===== config.mk =====
export PLATFORM = sky130hd
export DESIGN_NAME = cfg_stream_parser
export DESIGN_NICKNAME = d
export VERILOG_FILES = /design/src/rtl/cfg_parse_pkg.sv /design/src/rtl/cfg_hdr_decode.sv /design/src/rtl/cfg_regfile.sv /design/src/rtl/cfg_stream_parser.sv
export SDC_FILE = /design/constraint.sdc
export NUM_CORES = 2
export LEC_CHECK = 0
export BUFFER_PORTS_ARGS = -buffer_cell sky130_fd_sc_hd__buf_2
export CORE_UTILIZATION = 40
export CTS_CLUSTER_DIAMETER = 80
export DETAILED_ROUTE_END_ITERATION = 8
export SYNTH_ARGS = -nofsm -noshare
export SYNTH_HDL_FRONTEND = slang
export SYNTH_SLANG_ARGS = --single-unit
export TNS_END_PERCENT = 30

===== constraint.sdc =====
create_clock -name clk -period 7.8 [get_ports clk]
set_clock_uncertainty 0.2 [all_clocks]
set_input_delay 0.78 -clock clk [delete_from_list [all_inputs] [get_ports clk]]
set_output_delay 0.78 -clock clk [all_outputs]
set_load 0.05 [all_outputs]

===== src/rtl/cfg_parse_pkg.sv =====
package cfg_parse_pkg;

    localparam int WORD_W  = 32;
    localparam int WC_W    = 11;
    localparam int HADDR_W = 14;

    localparam logic [WORD_W-1:0] SYNC_WORD   = 32'hAA99_5566;
    localparam logic [WORD_W-1:0] DESYNC_CODE = 32'h0000_000D;
    localparam logic [2:0]        HDR_TYPE_ONE = 3'b001;

    typedef enum logic [1:0] {
        OP_NOP = 2'b00,
        OP_RD  = 2'b01,
        OP_WR  = 2'b10,
        OP_RSV = 2'b11
    } op_e;

    typedef enum logic [2:0] {
        ST_HUNT,
        ST_HEAD,
        ST_WRITE,
        ST_READ,
        ST_SKIP
    } pstate_e;

    typedef struct packed {
        op_e                op;
        logic [HADDR_W-1:0] addr;
        logic [WC_W-1:0]    wc;
        logic               bad;
    } hdr_t;

endpackage


===== src/rtl/cfg_hdr_decode.sv =====
module cfg_hdr_decode
    import cfg_parse_pkg::*;
#(
    parameter int NUM_REGS = 19
) (
    input  logic [WORD_W-1:0] word,
    output hdr_t              hdr
);
    // Split a header word into fields and flag any malformed layout.
    always_comb begin
        hdr.op   = op_e'(word[28:27]);
        hdr.addr = word[26:13];
        hdr.wc   = word[10:0];
        hdr.bad  = (word[31:29] != HDR_TYPE_ONE)
                || (word[26:13] >= HADDR_W'(NUM_REGS))
                || (word[12:11] != 2'b00);
    end
endmodule


===== src/rtl/cfg_regfile.sv =====
module cfg_regfile #(
    parameter int              NUM_REGS = 19,
    parameter int              W        = 32,
    parameter int              RO_IDX   = 12,
    parameter logic [W-1:0]    RO_VALUE = '0,
    parameter int              AW       = $clog2(NUM_REGS)
) (
    input  logic          clk,
    input  logic          rst_n,
    input  logic          wr_en,
    input  logic [AW-1:0] wr_idx,
    input  logic [W-1:0]  wr_data,
    input  logic [AW-1:0] rd_idx,
    output logic [W-1:0]  rd_data
);
    logic [NUM_REGS*W-1:0] flat;

    for (genvar g = 0; g < NUM_REGS; g++) begin : g_cell
        if (g == RO_IDX) begin : g_const
            assign flat[g*W +: W] = RO_VALUE;
        end else begin : g_flop
            logic [W-1:0] cell_d, cell_q;
            always_comb begin
                cell_d = cell_q;
                if (wr_en && (wr_idx == AW'(g)))
                    cell_d = wr_data;
            end
            always_ff @(posedge clk) begin
                if (!rst_n) cell_q <= '0;
                else        cell_q <= cell_d;
            end
            assign flat[g*W +: W] = cell_q;
        end
    end

    always_comb begin
        rd_data = '0;
        if (32'(rd_idx) < NUM_REGS)
            rd_data = flat[32'(rd_idx)*W +: W];
    end
endmodule


===== src/rtl/cfg_stream_parser.sv =====
module cfg_stream_parser
    import cfg_parse_pkg::*;
#(
    parameter int          NUM_REGS   = 19,
    parameter int          CMD_IDX    = 4,
    parameter int          IDCODE_IDX = 12,
    parameter int          ERR_W      = 8,
    parameter logic [3:0]  ID_REV     = 4'h3,
    parameter logic [27:0] ID_BASE    = 28'h372_C093
) (
    input  logic              clk,
    input  logic              rst_n,
    input  logic [31:0]       in_data,
    input  logic              in_valid,
    output logic              in_ready,
    output logic [31:0]       rd_data,
    output logic              rd_valid,
    input  logic              rd_ready,
    output logic              synced,
    output logic [ERR_W-1:0]  err_count
);
    localparam int AW = $clog2(NUM_REGS);
    localparam logic [31:0] ID_WORD = {ID_REV, ID_BASE};
    localparam logic [ERR_W-1:0] ERR_MAX = '1;

    typedef struct packed {
        pstate_e          st;
        logic [AW-1:0]    idx;
        logic [WC_W-1:0]  cnt;
        logic [ERR_W-1:0] err;
    } ctl_t;

    ctl_t  ctl_d, ctl_q;
    hdr_t  hdr;
    logic  wr_en;
    logic  acc;

    cfg_hdr_decode #(.NUM_REGS(NUM_REGS)) u_dec (
        .word (in_data),
        .hdr  (hdr)
    );

    cfg_regfile #(
        .NUM_REGS (NUM_REGS),
        .W        (32),
        .RO_IDX   (IDCODE_IDX),
        .RO_VALUE (ID_WORD),
        .AW       (AW)
    ) u_regs (
        .clk     (clk),
        .rst_n   (rst_n),
        .wr_en   (wr_en),
        .wr_idx  (ctl_q.idx),
        .wr_data (in_data),
        .rd_idx  (ctl_q.idx),
        .rd_data (rd_data)
    );

    always_comb begin
        ctl_d    = ctl_q;
        wr_en    = 1'b0;
        in_ready = (ctl_q.st != ST_READ);
        rd_valid = (ctl_q.st == ST_READ);
        acc      = in_valid && in_ready;

        case (ctl_q.st)
            ST_HUNT: begin
                if (acc && in_data == SYNC_WORD)
                    ctl_d.st = ST_HEAD;
            end
            ST_HEAD: begin
                if (acc) begin
                    ctl_d.idx = hdr.addr[AW-1:0];
                    ctl_d.cnt = hdr.wc;
                    if (hdr.bad) begin
                        if (ctl_q.err != ERR_MAX)
                            ctl_d.err = ctl_q.err + 1'b1;
                        if (hdr.wc != '0) ctl_d.st = ST_SKIP;
                    end else if (hdr.wc != '0) begin
                        case (hdr.op)
                            OP_RD:   ctl_d.st = ST_READ;
                            OP_WR:   ctl_d.st = ST_WRITE;
                            default: ctl_d.st = ST_SKIP;
                        endcase
                    end
                end
            end
            ST_WRITE: begin
                if (acc) begin
                    wr_en = 1'b1;
                    if (32'(ctl_q.idx) == CMD_IDX && in_data == DESYNC_CODE)
                        ctl_d.st = ST_HUNT;
                    else if (ctl_q.cnt == WC_W'(1))
                        ctl_d.st = ST_HEAD;
                    else
                        ctl_d.cnt = ctl_q.cnt - 1'b1;
                end
            end
            ST_READ: begin
                if (rd_ready) begin
                    if (ctl_q.cnt == WC_W'(1)) ctl_d.st = ST_HEAD;
                    else                       ctl_d.cnt = ctl_q.cnt - 1'b1;
                end
            end
            ST_SKIP: begin
                if (acc) begin
                    if (ctl_q.cnt == WC_W'(1)) ctl_d.st = ST_HEAD;
                    else                       ctl_d.cnt = ctl_q.cnt - 1'b1;
                end
            end
            default: ctl_d.st = ST_HUNT;
        endcase
    end

    always_ff @(posedge clk) begin
        if (!rst_n) begin
            ctl_q.st  <= ST_HUNT;
            ctl_q.idx <= '0;
            ctl_q.cnt <= '0;
            ctl_q.err <= '0;
        end else begin
            ctl_q <= ctl_d;
        end
    end

    assign synced    = (ctl_q.st != ST_HUNT);
    assign err_count = ctl_q.err;
endmodule


==> run_results.csv <==
group,metric,value,unit
synth,synthTopCellsByArea,"dfxtp_1, nand2_1, a21oi_1",
placement,gp_congestion,0.8058,
die,die_w,261.0,µm
placement,port_buffers,78,
clocking,post_cts_buffers,0,
power,irDropWorstVdd,0.1633,mV
grt,antenna_found_initial,0,
worst_setup_path,critical_path_cell_count,7,
detailed_routing,wl,91.61,mm
cells_and_area,num_antenna_cells,0,
grt,grt_pass1_vias,21947,
detailed_routing,dr.pass1.iters,9,
worst_setup_path,r2r_setup_slack,3.55,ns
synth,synth_most_common_cell,"nand2_1",
detailed_routing,via_per_inst,5.802,
detailed_routing,routedWlPerCell,22.55,µm
cells_and_area,syn2layout_area_growth,10.47,%
die,die_h,261.0,µm
timing,report.final.slew_viol_count,0,
synth,synth_edf_count,0,
outcome,violations,"DRC",
clocking,cts.path.max_buffers,3,
clocking,insertion_delay,0.61,ns
die,dieArea,68140,µm²
worst_setup_path,r2r-start,"ctl_q[20]",
worst_setup_path,cp_max_fo,64,
grt,grt-ovfl-total,0,
clocking,clockRootBuffer,"clkbuf_16",
timing,fin_tns_setup,0,ns
synth,yosysTopAreaCellShare,0.4498,
detailed_routing,ant_nets,0,
die,io-pin-count,79,
synth,synth_top_area_cell,"dfxtp_1",
timing,post-route-period-util,0.6452,
die,rows,94,
outcome,status,"finished with violations",
worst_setup_path,worstPathArrival,4.05,ns
power,finalPower,7.109,mW
cells_and_area,fin_nets,3193,
synth,synth.area.mux_share,0.1314,
synth,yosys.area_share.simple,0.2083,
synth,synth_top_family_by_area,"simple AND/OR/NAND/NOR gates",
clocking,htreeDepth,3,
synth,syn_area_per_cell,8.135,µm²
detailed_routing,vias,23572,
clocking,tritoncts,"done",
placement,place_hpwl,52.44,mm
detailed_routing,drc_errors,3,
timing,slew_headroom,0.1700,
synth,synth_warnings,0,
clocking,ctsResizeCount,0,
clocking,cts_made_buffers,66,
grt,grt_start_max_net_pins,221,
grt,grtUsageTotal,0.2653,
hold_path,min_path_type,"reg -> reg",
synth,ys_seq_area_frac,0.4498,
worst_setup_path,crit_buf_inv,2,
timing,post-route-min-period,5.033,ns
worst_setup_path,worstRegToRegCells,7,
hold_path,min_from,"u_regs.g_cell[3].g_flop.cell_q[28]",
worst_setup_path,worstSetupStartpoint,"ctl_q[20]",
clocking,cts_hold_buf,0,
worst_setup_path,required,6.82,ns
worst_setup_path,critPathMaxStageDelay,1.08,ns
synth,syn-instance-count,3299,
run,drv_cap,0,
die,initial_core_util,0.4060,
die,core-area,66100,µm²
synth,synth_nets,3339,
power,p_leak,9.853,nW
timing,rsz0062_at_grt,"no",
hold_path,hold_depth,2,
cells_and_area,drive_gt1_frac,0.1194,
grt,grt_pass1_wl,138.4,mm
worst_setup_path,rr_endpoint,"u_regs.g_cell[1].g_flop.cell_q[7]",
timing,finalSetupViolations,0,
synth,synth_ff_type,"dfxtp_1",
timing,clock.fmax,198.7,MHz
clocking,numClockSinks,603,
synth,synthXorXnorAreaFrac,0.002284,
worst_setup_path,cp-start-kind,"flop",
worst_setup_path,critPathKind,"reg -> out",
worst_setup_path,crit_family,"flip-flops",
worst_setup_path,crit_chain,"buf_4 -> mux4_2 -> o22ai_1 -> nor2_1 -> a21oi_1 -> a21oi_1 -> buf_2",
power,cellPowerDensity,239.8,nW/µm²
synth,synth_common_cells,"nand2_1, dfxtp_1, a21oi_1, clkbuf_1, nor2_1",
worst_setup_path,cpMaxStageDelayCell,"dfxtp_4",
synth,yosysUniqueCellTypes,63,
timing,worst_pin_slew,1.242,ns
worst_setup_path,crit_path_frequent_cell,"a21oi_1",
synth,synthAdderAreaFrac,0.001865,
worst_setup_path,crit_end,"rd_data[31]",
detailed_routing,drtIter0Drc,2711,
synth,ys_async_sr_fraction,0,
synth,synth_compound_area_frac,0.1546,
synth,ys_ff_latch,603,
synth,synthesis.area,26840,µm²
clocking,path_clk_slew,0.06,ns
worst_setup_path,crit_path_end_kind,"primary output",
timing,hold_viol,0,
metal layers:
layer,track usage,up-vias,part of all wire
li1,-,10953,-
met1,0.3679,11467,0.44
met3,0.05749,177,0.089
met5,0.005556,-,0.00060
met2,0.4115,973,0.44
met4,0.08075,2,0.027
flip-flops by register name, indices dropped and copies added (netlist names):
name / flops
err_count: 8
u_regs.g_cell.g_flop.cell_q: 576
ctl_q: 19
final cells by class:
type                       instances  area, µm²
inverter                          10      45.04
timing repair buffer             132      833.3
fill                            6554      36450
sequential                       603      12080
multi-input combinational       2340      13480
tap                              864       1081
clock buffer                     101       1988
clock inverter                    13      141.4
worst min path at each step:
stage,to,slack (ns)
after detailed placement,u_regs.g_cell[2].g_flop.cell_q[13],0.24
after floorplan,u_regs.g_cell[15].g_flop.cell_q[10],0.23
final,u_regs.g_cell[3].g_flop.cell_q[28],0.25
after global routing,u_regs.g_cell[3].g_flop.cell_q[15],0.27
after CTS,u_regs.g_cell[10].g_flop.cell_q[29],0.25
after global placement,u_regs.g_cell[2].g_flop.cell_q[5],0.24
logic make-up (layout without fill, tap and decap cells):
kind of cell | count (synthesis) | count (layout)
AND/OR/NAND/NOR | 1365 | 1365
buffers and inverters | 356 | 256
AO/OA/AOI/OAI | 734 | 734
adder cells (fa/ha/maj) | 4 | 4
multiplexers | 230 | 230
flip-flops | 603 | 603
XOR/XNOR | 7 | 7
stage by stage:
step	setup slack, ns	hold WS (ns)	utilization	area (µm²)	std cells
final	2.767	0.2495	0.4486	29650	4063
after global routing	2.636	0.2651	0.4486	29650	4063
after CTS	2.799	0.2513	0.4486	29650	4063
after detailed placement	3.441	0.2433	0.4163	27520	3949
after global placement	3.444	0.2389	0.4163	27520	3949
after floorplan	4.164	0.2329	-	26840	3299
placed cells by master, fill, tap and decap left out, types with 5 or more instances in the layout:
cell,instances
clkbuf_16,70
buf_4,51
nor4_1,11
mux2i_1,116
a211oi_1,20
a221oi_1,18
buf_2,78
a21oi_1,535
o221ai_1,31
o31ai_1,6
clkinv_2,6
dfxtp_1,599
inv_1,7
mux4_2,96
a22oi_1,16
a2111oi_0,5
nor2_1,123
nand2_1,1022
xnor2_1,7
or4_1,5
or2_2,7
o21ai_0,50
and2_1,19
mux2_2,18
o31a_1,18
nor3_1,7
nand4_1,9
clkbuf_8,12
nand3_1,107
nor2_4,7
and3_1,5
clkbuf_1,19
a31oi_1,6
worst reg2reg max path, cell delays in order, from the launching register on:
cell and delay [ns]:
dfxtp_4 0.67, buf_4 0.46, nand2b_1 0.33, nor2_4 0.77
nand2_1 0.93, buf_4 0.52, nand2_1 0.12, a21oi_1 0.06
power by group:
group / internal, mW / switching [mW]
clock: 1.83 / 1.30
sequential: 3.10 / 0.0500
combinational: 0.227 / 0.606
No activity file was read; power rests on OpenSTA's default activity.
